`config.mk`:
```
export PLATFORM = sky130hd
export DESIGN_NAME = chs_seek_unit
export DESIGN_NICKNAME = d
export VERILOG_FILES = /design/src/rtl/chs_pkg.sv /design/src/rtl/chs_lin_calc.sv /design/src/rtl/chs_range_chk.sv /design/src/rtl/chs_geom_reg.sv /design/src/rtl/chs_seek_unit.sv
export SDC_FILE = /design/constraint.sdc
export NUM_CORES = 1
export LEC_CHECK = 0
export BUFFER_PORTS_ARGS = -buffer_cell sky130_fd_sc_hd__buf_4
export CELL_PAD_IN_SITES_DETAIL_PLACEMENT = 1
export CELL_PAD_IN_SITES_GLOBAL_PLACEMENT = 2
export CORE_ASPECT_RATIO = 1.2
export CORE_MARGIN = 5
export CORE_UTILIZATION = 35
export DETAILED_ROUTE_END_ITERATION = 7
export PLACE_DENSITY = 0.85
export SYNTH_ARGS = -nofsm -noshare
export SYNTH_HDL_FRONTEND = slang
export SYNTH_SLANG_ARGS = --single-unit
export TNS_END_PERCENT = 1
```
`constraint.sdc`:
```
create_clock -name clk_i -period 6.56 [get_ports clk_i]
set_clock_uncertainty 0.2 [all_clocks]
set_input_delay 0 -clock clk_i [delete_from_list [all_inputs] [get_ports clk_i]]
set_output_delay 0 -clock clk_i [all_outputs]
set_load 0.05 [all_outputs]
```
`src/rtl/chs_pkg.sv`:
```
package chs_pkg;
  typedef enum logic [2:0] {
    ST_SAME   = 3'd0,
    ST_MOVED  = 3'd1,
    ST_RANGE  = 3'd3,
    ST_NOSEEK = 3'd4
  } seek_st_e;
endpackage

```
`src/rtl/chs_lin_calc.sv`:
```
module chs_lin_calc #(
  parameter int TRK_W = 8,
  parameter int SEC_W = 8,
  localparam int LIN_W = TRK_W + SEC_W + 1
) (
  input  logic             head_i,
  input  logic [TRK_W-1:0] trk_i,
  input  logic [SEC_W-1:0] sec_i,
  input  logic [SEC_W-1:0] spt_i,
  output logic [LIN_W-1:0] idx_o
);
  logic [LIN_W-1:0] cyl_side;

  // both sides of a track come before the next track
  assign cyl_side = LIN_W'({trk_i, head_i});
  assign idx_o    = cyl_side * LIN_W'(spt_i) + LIN_W'(sec_i) - LIN_W'(1);
endmodule

```
`src/rtl/chs_range_chk.sv`:
```
module chs_range_chk #(
  parameter int TRK_W = 8,
  parameter int SEC_W = 8
) (
  input  logic             head_i,
  input  logic [TRK_W-1:0] trk_i,
  input  logic [SEC_W-1:0] sec_i,
  input  logic [SEC_W-1:0] spt_i,
  input  logic [TRK_W-1:0] trks_i,
  input  logic             dbl_i,
  output logic             bad_o
);
  logic trk_bad, sec_bad, head_bad;

  assign trk_bad  = (trk_i >= trks_i);
  assign sec_bad  = (sec_i == '0) || (sec_i > spt_i);
  assign head_bad = head_i && !dbl_i;
  assign bad_o    = trk_bad || sec_bad || head_bad;
endmodule

```
`src/rtl/chs_geom_reg.sv`:
```
module chs_geom_reg #(
  parameter int TRK_W    = 8,
  parameter int SEC_W    = 8,
  parameter int DEF_SPT  = 18,
  parameter int DEF_TRKS = 80
) (
  input  logic             clk_i,
  input  logic             rst_ni,
  input  logic             load_i,
  input  logic             dflt_i,
  input  logic [SEC_W-1:0] spt_i,
  input  logic [TRK_W-1:0] trks_i,
  input  logic             dbl_i,
  output logic [SEC_W-1:0] spt_o,
  output logic [TRK_W-1:0] trks_o,
  output logic             dbl_o
);
  localparam logic [SEC_W-1:0] DefSpt  = SEC_W'(DEF_SPT);
  localparam logic [TRK_W-1:0] DefTrks = TRK_W'(DEF_TRKS);

  always_ff @(posedge clk_i or negedge rst_ni) begin
    if (!rst_ni) begin
      spt_o  <= '0;
      trks_o <= '0;
      dbl_o  <= 1'b0;
    end else if (load_i) begin
      spt_o  <= dflt_i ? DefSpt  : spt_i;
      trks_o <= dflt_i ? DefTrks : trks_i;
      dbl_o  <= dflt_i ? 1'b1    : dbl_i;
    end
  end
endmodule

```
`src/rtl/chs_seek_unit.sv`:
```
module chs_seek_unit #(
  parameter int TRK_W    = 8,
  parameter int SEC_W    = 8,
  parameter int DEF_SPT  = 18,
  parameter int DEF_TRKS = 80,
  localparam int LIN_W   = TRK_W + SEC_W + 1
) (
  input  logic             clk_i,
  input  logic             rst_ni,
  input  logic             seek_req_i,
  input  logic             seek_head_i,
  input  logic [TRK_W-1:0] seek_trk_i,
  input  logic [SEC_W-1:0] seek_sec_i,
  input  logic             seek_en_i,
  input  logic             recal_i,
  input  logic             geom_load_i,
  input  logic             geom_dflt_i,
  input  logic [SEC_W-1:0] geom_spt_i,
  input  logic [TRK_W-1:0] geom_trks_i,
  input  logic             geom_dbl_i,
  output logic             pos_head_o,
  output logic [TRK_W-1:0] pos_trk_o,
  output logic [SEC_W-1:0] pos_sec_o,
  output logic [LIN_W-1:0] lin_idx_o,
  output logic             done_o,
  output logic [2:0]       status_o
);
  import chs_pkg::*;

  logic [SEC_W-1:0] spt_q;
  logic [TRK_W-1:0] trks_q;
  logic             dbl_q;
  logic             head_q;
  logic [TRK_W-1:0] trk_q;
  logic [SEC_W-1:0] sec_q;
  logic             done_q;
  seek_st_e         st_q;
  logic [LIN_W-1:0] cur_idx, tgt_idx;
  logic             tgt_bad;

  chs_geom_reg #(
    .TRK_W(TRK_W), .SEC_W(SEC_W), .DEF_SPT(DEF_SPT), .DEF_TRKS(DEF_TRKS)
  ) i_geom (
    .clk_i(clk_i), .rst_ni(rst_ni), .load_i(geom_load_i), .dflt_i(geom_dflt_i),
    .spt_i(geom_spt_i), .trks_i(geom_trks_i), .dbl_i(geom_dbl_i),
    .spt_o(spt_q), .trks_o(trks_q), .dbl_o(dbl_q)
  );

  chs_range_chk #(.TRK_W(TRK_W), .SEC_W(SEC_W)) i_range (
    .head_i(seek_head_i), .trk_i(seek_trk_i), .sec_i(seek_sec_i),
    .spt_i(spt_q), .trks_i(trks_q), .dbl_i(dbl_q), .bad_o(tgt_bad)
  );

  chs_lin_calc #(.TRK_W(TRK_W), .SEC_W(SEC_W)) i_cur_idx (
    .head_i(head_q), .trk_i(trk_q), .sec_i(sec_q), .spt_i(spt_q), .idx_o(cur_idx)
  );

  chs_lin_calc #(.TRK_W(TRK_W), .SEC_W(SEC_W)) i_tgt_idx (
    .head_i(seek_head_i), .trk_i(seek_trk_i), .sec_i(seek_sec_i), .spt_i(spt_q),
    .idx_o(tgt_idx)
  );

  always_ff @(posedge clk_i or negedge rst_ni) begin
    if (!rst_ni) begin
      head_q <= 1'b0;
      trk_q  <= '0;
      sec_q  <= SEC_W'(1);
      done_q <= 1'b0;
      st_q   <= ST_SAME;
    end else begin
      done_q <= 1'b0;
      st_q   <= ST_SAME;
      if (recal_i) begin
        head_q <= 1'b0;
        trk_q  <= '0;
      end else if (seek_req_i) begin
        done_q <= 1'b1;
        if (tgt_bad) begin
          st_q <= ST_RANGE;
        end else if (tgt_idx == cur_idx) begin
          st_q <= ST_SAME;
        end else if (!seek_en_i) begin
          st_q <= ST_NOSEEK;
        end else begin
          st_q   <= ST_MOVED;
          head_q <= seek_head_i;
          trk_q  <= seek_trk_i;
          sec_q  <= seek_sec_i;
        end
      end
    end
  end

  assign pos_head_o = head_q;
  assign pos_trk_o  = trk_q;
  assign pos_sec_o  = sec_q;
  assign lin_idx_o  = cur_idx;
  assign done_o     = done_q;
  assign status_o   = st_q;
endmodule

```
After elaboration in Yosys (flattened, before gate mapping). Cells that the tools add are included. W data, S select, Z words.

Register bits after elaboration: 38. Input bits: 41. Output and inout port bits: 38. Logic and storage cells: 52.

$add $sub $neg: 4. $mul: 2. $lt $le $gt $ge: 2. Equal/unequal tests: 3. Mux-type cells: 20. Bitwise logic cells: 3. Reduce and logical (&&, ||, !) cells: 10.

Operators with widths (number): $mux W8 (7); $add A17 B8 Y17 (2); $mul A9 B8 Y17 (2); $sub A17 B1 Y17 const B (2); $eq A17 B17 Y1 (1); $mux W3 (5); $ge A8 B8 Y1 (1); $gt A8 B8 Y1 (1); $logic_not A8 Y1 (1); $mux W1 (8); $reduce_and A5 Y1 (1); $ne A2 B2 Y1 const B (2); $reduce_and A4 Y1 (1); $reduce_bool A2 Y1 (2); $logic_or A1 B1 Y1 (3); $not A1 Y1 (3); $logic_and A1 B1 Y1 (1); $logic_not A1 Y1 (1).

Depth between registers and ports, before layout.
Depth in word-level cells: 8. Depth in mapped cells: 25. Mapped depth without buffers: 21.

Hierarchy. From an unflattened synthesis, not the netlist that was laid out.

Cells, all modules: 921. Area total of the unflattened synthesis: 8189.1 µm².

Modules (own cells, without submodules): chs_lin_calc at i_tgt_idx (instances 1, cells each 350, area each 2934.1 µm², seq. area each 0.0 µm²); chs_lin_calc at i_cur_idx (instances 1, cells each 347, area each 2922.8 µm², seq. area each 0.0 µm²); chs_seek_unit (instances 1, cells each 92, area each 1122.3 µm², seq. area each 526.8 µm²); chs_geom_reg (instances 1, cells each 73, area each 787.0 µm², seq. area each 425.4 µm²); chs_range_chk (instances 1, cells each 59, area each 422.9 µm², seq. area each 0.0 µm²).

Worst setup path before layout. No wires, ideal clock.

Path type: reg2reg. Start point: reg trk_q[4], in the netlist pos_trk_o[4]. End point: reg sec_q[1], in the netlist pos_sec_o[1]. Library setup time: 125 ps. Arrival time: 7092 ps. Data required time: 6235 ps. Slack: -857 ps. Stages on the path, launching flop included: 22. Buffers on the path: 2. Period minus slack after synthesis: 7417 ps. Cells stage by stage: dfrtp_1 -> clkbuf_1 -> nand2_1 -> fa_1 -> inv_1 -> fa_1 -> fa_1 -> fa_1 -> inv_1 -> fa_1 -> inv_1 -> ha_1 -> buf_6 -> a21o_1 -> a21oi_2 -> a21oi_1 -> o32a_1 -> xor2_1 -> xnor3_1 -> and4_1 -> a311oi_4 -> mux2_2.

Word-level cells in the longest chain between the ends: 6.

Ends and longest elaborated chain: from (decl) (RTL line chs_seek_unit.sv:34) `logic [TRK_W-1:0] trk_q;`; from (signal assigned) (RTL line chs_seek_unit.sv:87) `trk_q <= seek_trk_i;`; $mul A9 B8 Y17 (RTL line chs_lin_calc.sv:16) `assign idx_o = cyl_side * LIN_W'(spt_i) + LIN_W'(sec_i) - LIN_W'(1);`; $add A17 B8 Y17 (RTL line chs_lin_calc.sv:16); $sub A17 B1 Y17 (RTL line chs_lin_calc.sv:16); via lin_idx_o[15] (RTL line chs_seek_unit.sv:24) `output logic [LIN_W-1:0] lin_idx_o,`; $eq A17 B17 Y1 (RTL line chs_seek_unit.sv:80) `end else if (tgt_idx == cur_idx) begin`; $not A1 Y1 (no source line); $reduce_and A5 Y1 (no source line); to (signal assigned) (RTL line chs_seek_unit.sv:88) `sec_q <= seek_sec_i;`; to (decl) (RTL line chs_seek_unit.sv:35) `logic [SEC_W-1:0] sec_q;`.

The timed path passes the listed nets, and every way through them passes these cells. A chain may end at the register's enable or synchronous reset.

Worst setup path in the final report.
Start point: in seek_trk_i[2]. End point: reg sec_q[4], in the netlist pos_sec_o[4].

Word-level cells in the longest chain between the ends: 6. Elaborated cells between the ends (all ways): 10. Those cells by class: add/sub (2); mul (1); order compare (1); eq/ne (1); bitwise (2); reduce/logical (3).

Ends and longest elaborated chain: from (decl) (RTL line chs_seek_unit.sv:12) `input logic [TRK_W-1:0] seek_trk_i,`; $mul A9 B8 Y17 (RTL line chs_lin_calc.sv:16); $add A17 B8 Y17 (RTL line chs_lin_calc.sv:16); $sub A17 B1 Y17 (RTL line chs_lin_calc.sv:16); $eq A17 B17 Y1 (RTL line chs_seek_unit.sv:80); $not A1 Y1 (no source line); $reduce_and A5 Y1 (no source line) *.

Mark *: on every way between the ends. The rest lies on a longest branch, timed or not.

==> impl_metrics.yaml <==
sta:
  max_slew.worst_pin.slew_ns: 0.879
  hold_violations: 1
  drv_slew: 0
  finalSetupViolCount: 0
  whs_ns: -0.00181
  slew_headroom_pct: 41.3
  max_freq_mhz: 155
  finalCriticalPeriod_ns: 6.44
  fin_crit_sh_pct: 98.2
  worst_slack_ns: 0.118
global_route:
  grt_pass1_wl_um: 43600
  track_usage_pct: 20.7
  antenna_found_initial: 1
  grt_pass1_vias: 8091
  grt_max_degree: 39
  grt_overflow: 0
setup_path:
  r2r_start: "i_geom.spt_o[1]$_DFFE_PN0P_"
  r2r_cells: 22
  path_class: "input pin to register"
  crit_fanout: 10
  r2r_setup_slack_ns: 0.13
  r2r_end: "pos_sec_o[4]$_DFFE_PN0P_"
  end_kind: "register"
  required_ns: 6.53
  crit_path_start_kind: "input pin"
  arrival_ns: 6.41
  cp-startpoint: "seek_trk_i[2]"
  cp-endpoint: "pos_sec_o[4]$_DFFE_PN0P_"
finish:
  nNetsFinal: 1373
  layout_commonest_cell: "inv_1"
  postLayoutCellArea_um2: 10500
  fillers: 2706
  areaGrowthSynthToFinish_pct: 26.1
  mostFrequentLayoutCells: "inv_1, buf_4, ha_1, nand2_1, fa_1"
  drive_gt1_share_pct: 15.6
clocking:
  cts_buffers: 5
  clkTransAtPathRegs_ns: 0.06
  clockRootBuffer: "clkbuf_16"
  clock_path_buffers: 2
  cts_tree: "built"
  cts-htree-levels: 2
  clk_latency_ns: 0.29
  clock-sinks: 38
synth:
  synth_async_sr_flop_share_pct: 100
  syn_avg_cell_area_um2: 8.75
  synth-edff-count: 0
  yosys.area.top_type: "fa_1"
  synth_cells: 952
  yosysTopAreaCellShare_pct: 25.5
  synth-seq-area-share_pct: 11.4
  mappedNetlistNets: 1219
  netlist_area_um2: 8330
  synthDistinctLibCells: 68
  synthFlopType: "dfrtp_1"
  synthTopCellsByArea: "fa_1, ha_1, dfrtp_1"
  ys_ff_latch: 38
  yosys_warnings: 0
placed_design:
  pre_cts_ws_ns: -0.0548
  io_buffers: 78
  place.gp.congestion: 0.850
  dpl.hpwl_um: 20700
  post_dp_cell_area_um2: 9490
run:
  maxCapViolCount: 0
route:
  drtIter0Drc: 335
  wirelength_um: 28100
  vias_per_cell: 5.20
  drcViolationCount: 0
  route.detailed.wl_per_inst_um: 19.7
  ant_nets: 0
  first_pass_iters: 4
  vias: 7400
pwr:
  p_leak_nw: 5.09
  power.density_nw_per_um2: 482
  power_w: 0.00506
  vdd.ir_drop.worst_uv: 228
floorplan:
  start_util_pct: 35.8
  rows: 61
  die-height_um: 179
  die_area_um2: 27000
  io_pins: 79
  dieWidth_um: 151
  design.core.area_um2: 23300
hold_path:
  hp-class: "input pin to register"
run_status:
  violations: "negative hold slack"
  status: "finished with violations"
[metrics by stage]
step	TNS [ns]	hold slack [ns]	utilization, %	instances
floorplan	-0.247	-0.496	-	952
global placement	0	-0.192	40.8	1337
detailed placement	-0.454	-0.190	40.8	1337
CTS	0	0.0131	44.4	1414
global route	-0.105	0.0230	45.1	1423
finish	0	-0.00181	45.1	1423
[worst max-delay path, cell delays in order]
cell	delay [ns]
dlygate4sd3_1	0.54
buf_4	0.22
nand2_1	0.12
fa_1	0.52
fa_1	0.54
inv_1	0.06
fa_1	0.53
inv_1	0.05
fa_1	0.47
inv_1	0.05
fa_1	0.54
ha_4	0.24
a21o_1	0.21
a31o_2	0.25
o211ai_1	0.27
nand2_1	0.17
buf_4	0.18
o41ai_4	0.22
xnor3_4	0.50
nor2_4	0.14
a311oi_4	0.10
buf_6	0.18
mux2_4	0.30
[metal layers]
metal | vias to the layer above | global-route usage [%] | part of all wire, %
li1 | 3426 | - | -
met1 | 3756 | 24.7 | 39
met2 | 153 | 38.4 | 54
met3 | 65 | 1.72 | 2.5
met4 | 0 | 7.71 | 4.0
met5 | - | 0 | 0
[cells in the mapped netlist, types with 5 or more instances]
cell / count
buf_1: 5
nand3_1: 25
nor2b_1: 8
and2_1: 50
a31oi_1: 5
nand4_1: 5
o221ai_1: 9
a21oi_1: 26
dfrtp_1: 37
xnor2_1: 20
o21a_1: 6
nand2b_1: 15
nor3_1: 19
ha_1: 120
mux2_2: 6
or3_1: 6
o21ai_0: 40
inv_1: 169
xor2_1: 7
a21o_1: 16
o211ai_1: 6
nand2_1: 111
clkbuf_1: 35
nand3b_1: 13
and3_1: 5
nor2_1: 16
fa_1: 106
[logic make-up (layout without fill, tap and decap cells)]
family / Yosys count / in the layout / share of synthesized area, %
AND/OR/NAND/NOR: 285 / 285 / 17.4
adder cells (fa/ha/maj): 226 / 226 / 43.5
buffers and inverters: 213 / 368 / 9.77
AO/OA/AOI/OAI: 149 / 149 / 12.6
flip-flops: 38 / 38 / 11.4
XOR/XNOR: 32 / 32 / 4.16
multiplexers: 9 / 9 / 1.17
other: 0 / 1 / 0
[registers in the layout, indices dropped and copies added, names as in the netlist]
register and count:
status_o 3, pos_sec_o 8, i_geom.trks_o 8, pos_head_o 1, done_o 1, pos_trk_o 8, i_geom.spt_o 8, i_geom.dbl_o 1
[final cells by class]
type                            count  area, um2  area share [%]
Antenna cell                        1       2.50          0.0238
Clock buffer                        7        143            1.36
Clock inverter                      1       5.00          0.0477
Inverter                          169        634            6.04
Multi-Input combinational cell    701       6720            64.0
Sequential cell                    38        965            9.19
Tap cell                          315        394            3.75
Timing Repair Buffer              191       1630            15.6
[report_power, final]
part	internal, W	switching (W)
Sequential	0.000268	0.0000427
Clock	0.000151	0.000104
Combinational	0.00181	0.00269
Total	0.00223	0.00283
[worst min-delay path by stage]
stage	slack (ns)	startpoint	endpoint	cells past startpoint
4_1_cts	0.01	seek_req_i	done_o$_DFF_PN0_	2
5_1_grt	0.02	seek_req_i	done_o$_DFF_PN0_	2
2_1_floorplan	-0.50	rst_ni	done_o$_DFF_PN0_	0
6_report	-0.002	seek_req_i	done_o$_DFF_PN0_	2
3_3_place_gp	-0.19	rst_ni	i_geom.trks_o[2]$_DFFE_PN0P_	1
3_5_place_dp	-0.19	rst_ni	i_geom.trks_o[2]$_DFFE_PN0P_	1
[repair_timing]
item / in CTS / in global routing
endpoints found under the setup margin: 15 / 19
setup buffers: 0 / 7
pin swaps: 0 / 6
hold buffers: 69 / 0
gates resized for setup: 4 / 27
cloned: 0 / 1
endpoints found under the hold margin: 75 / 0
Power figures use the tool's default switching activity.
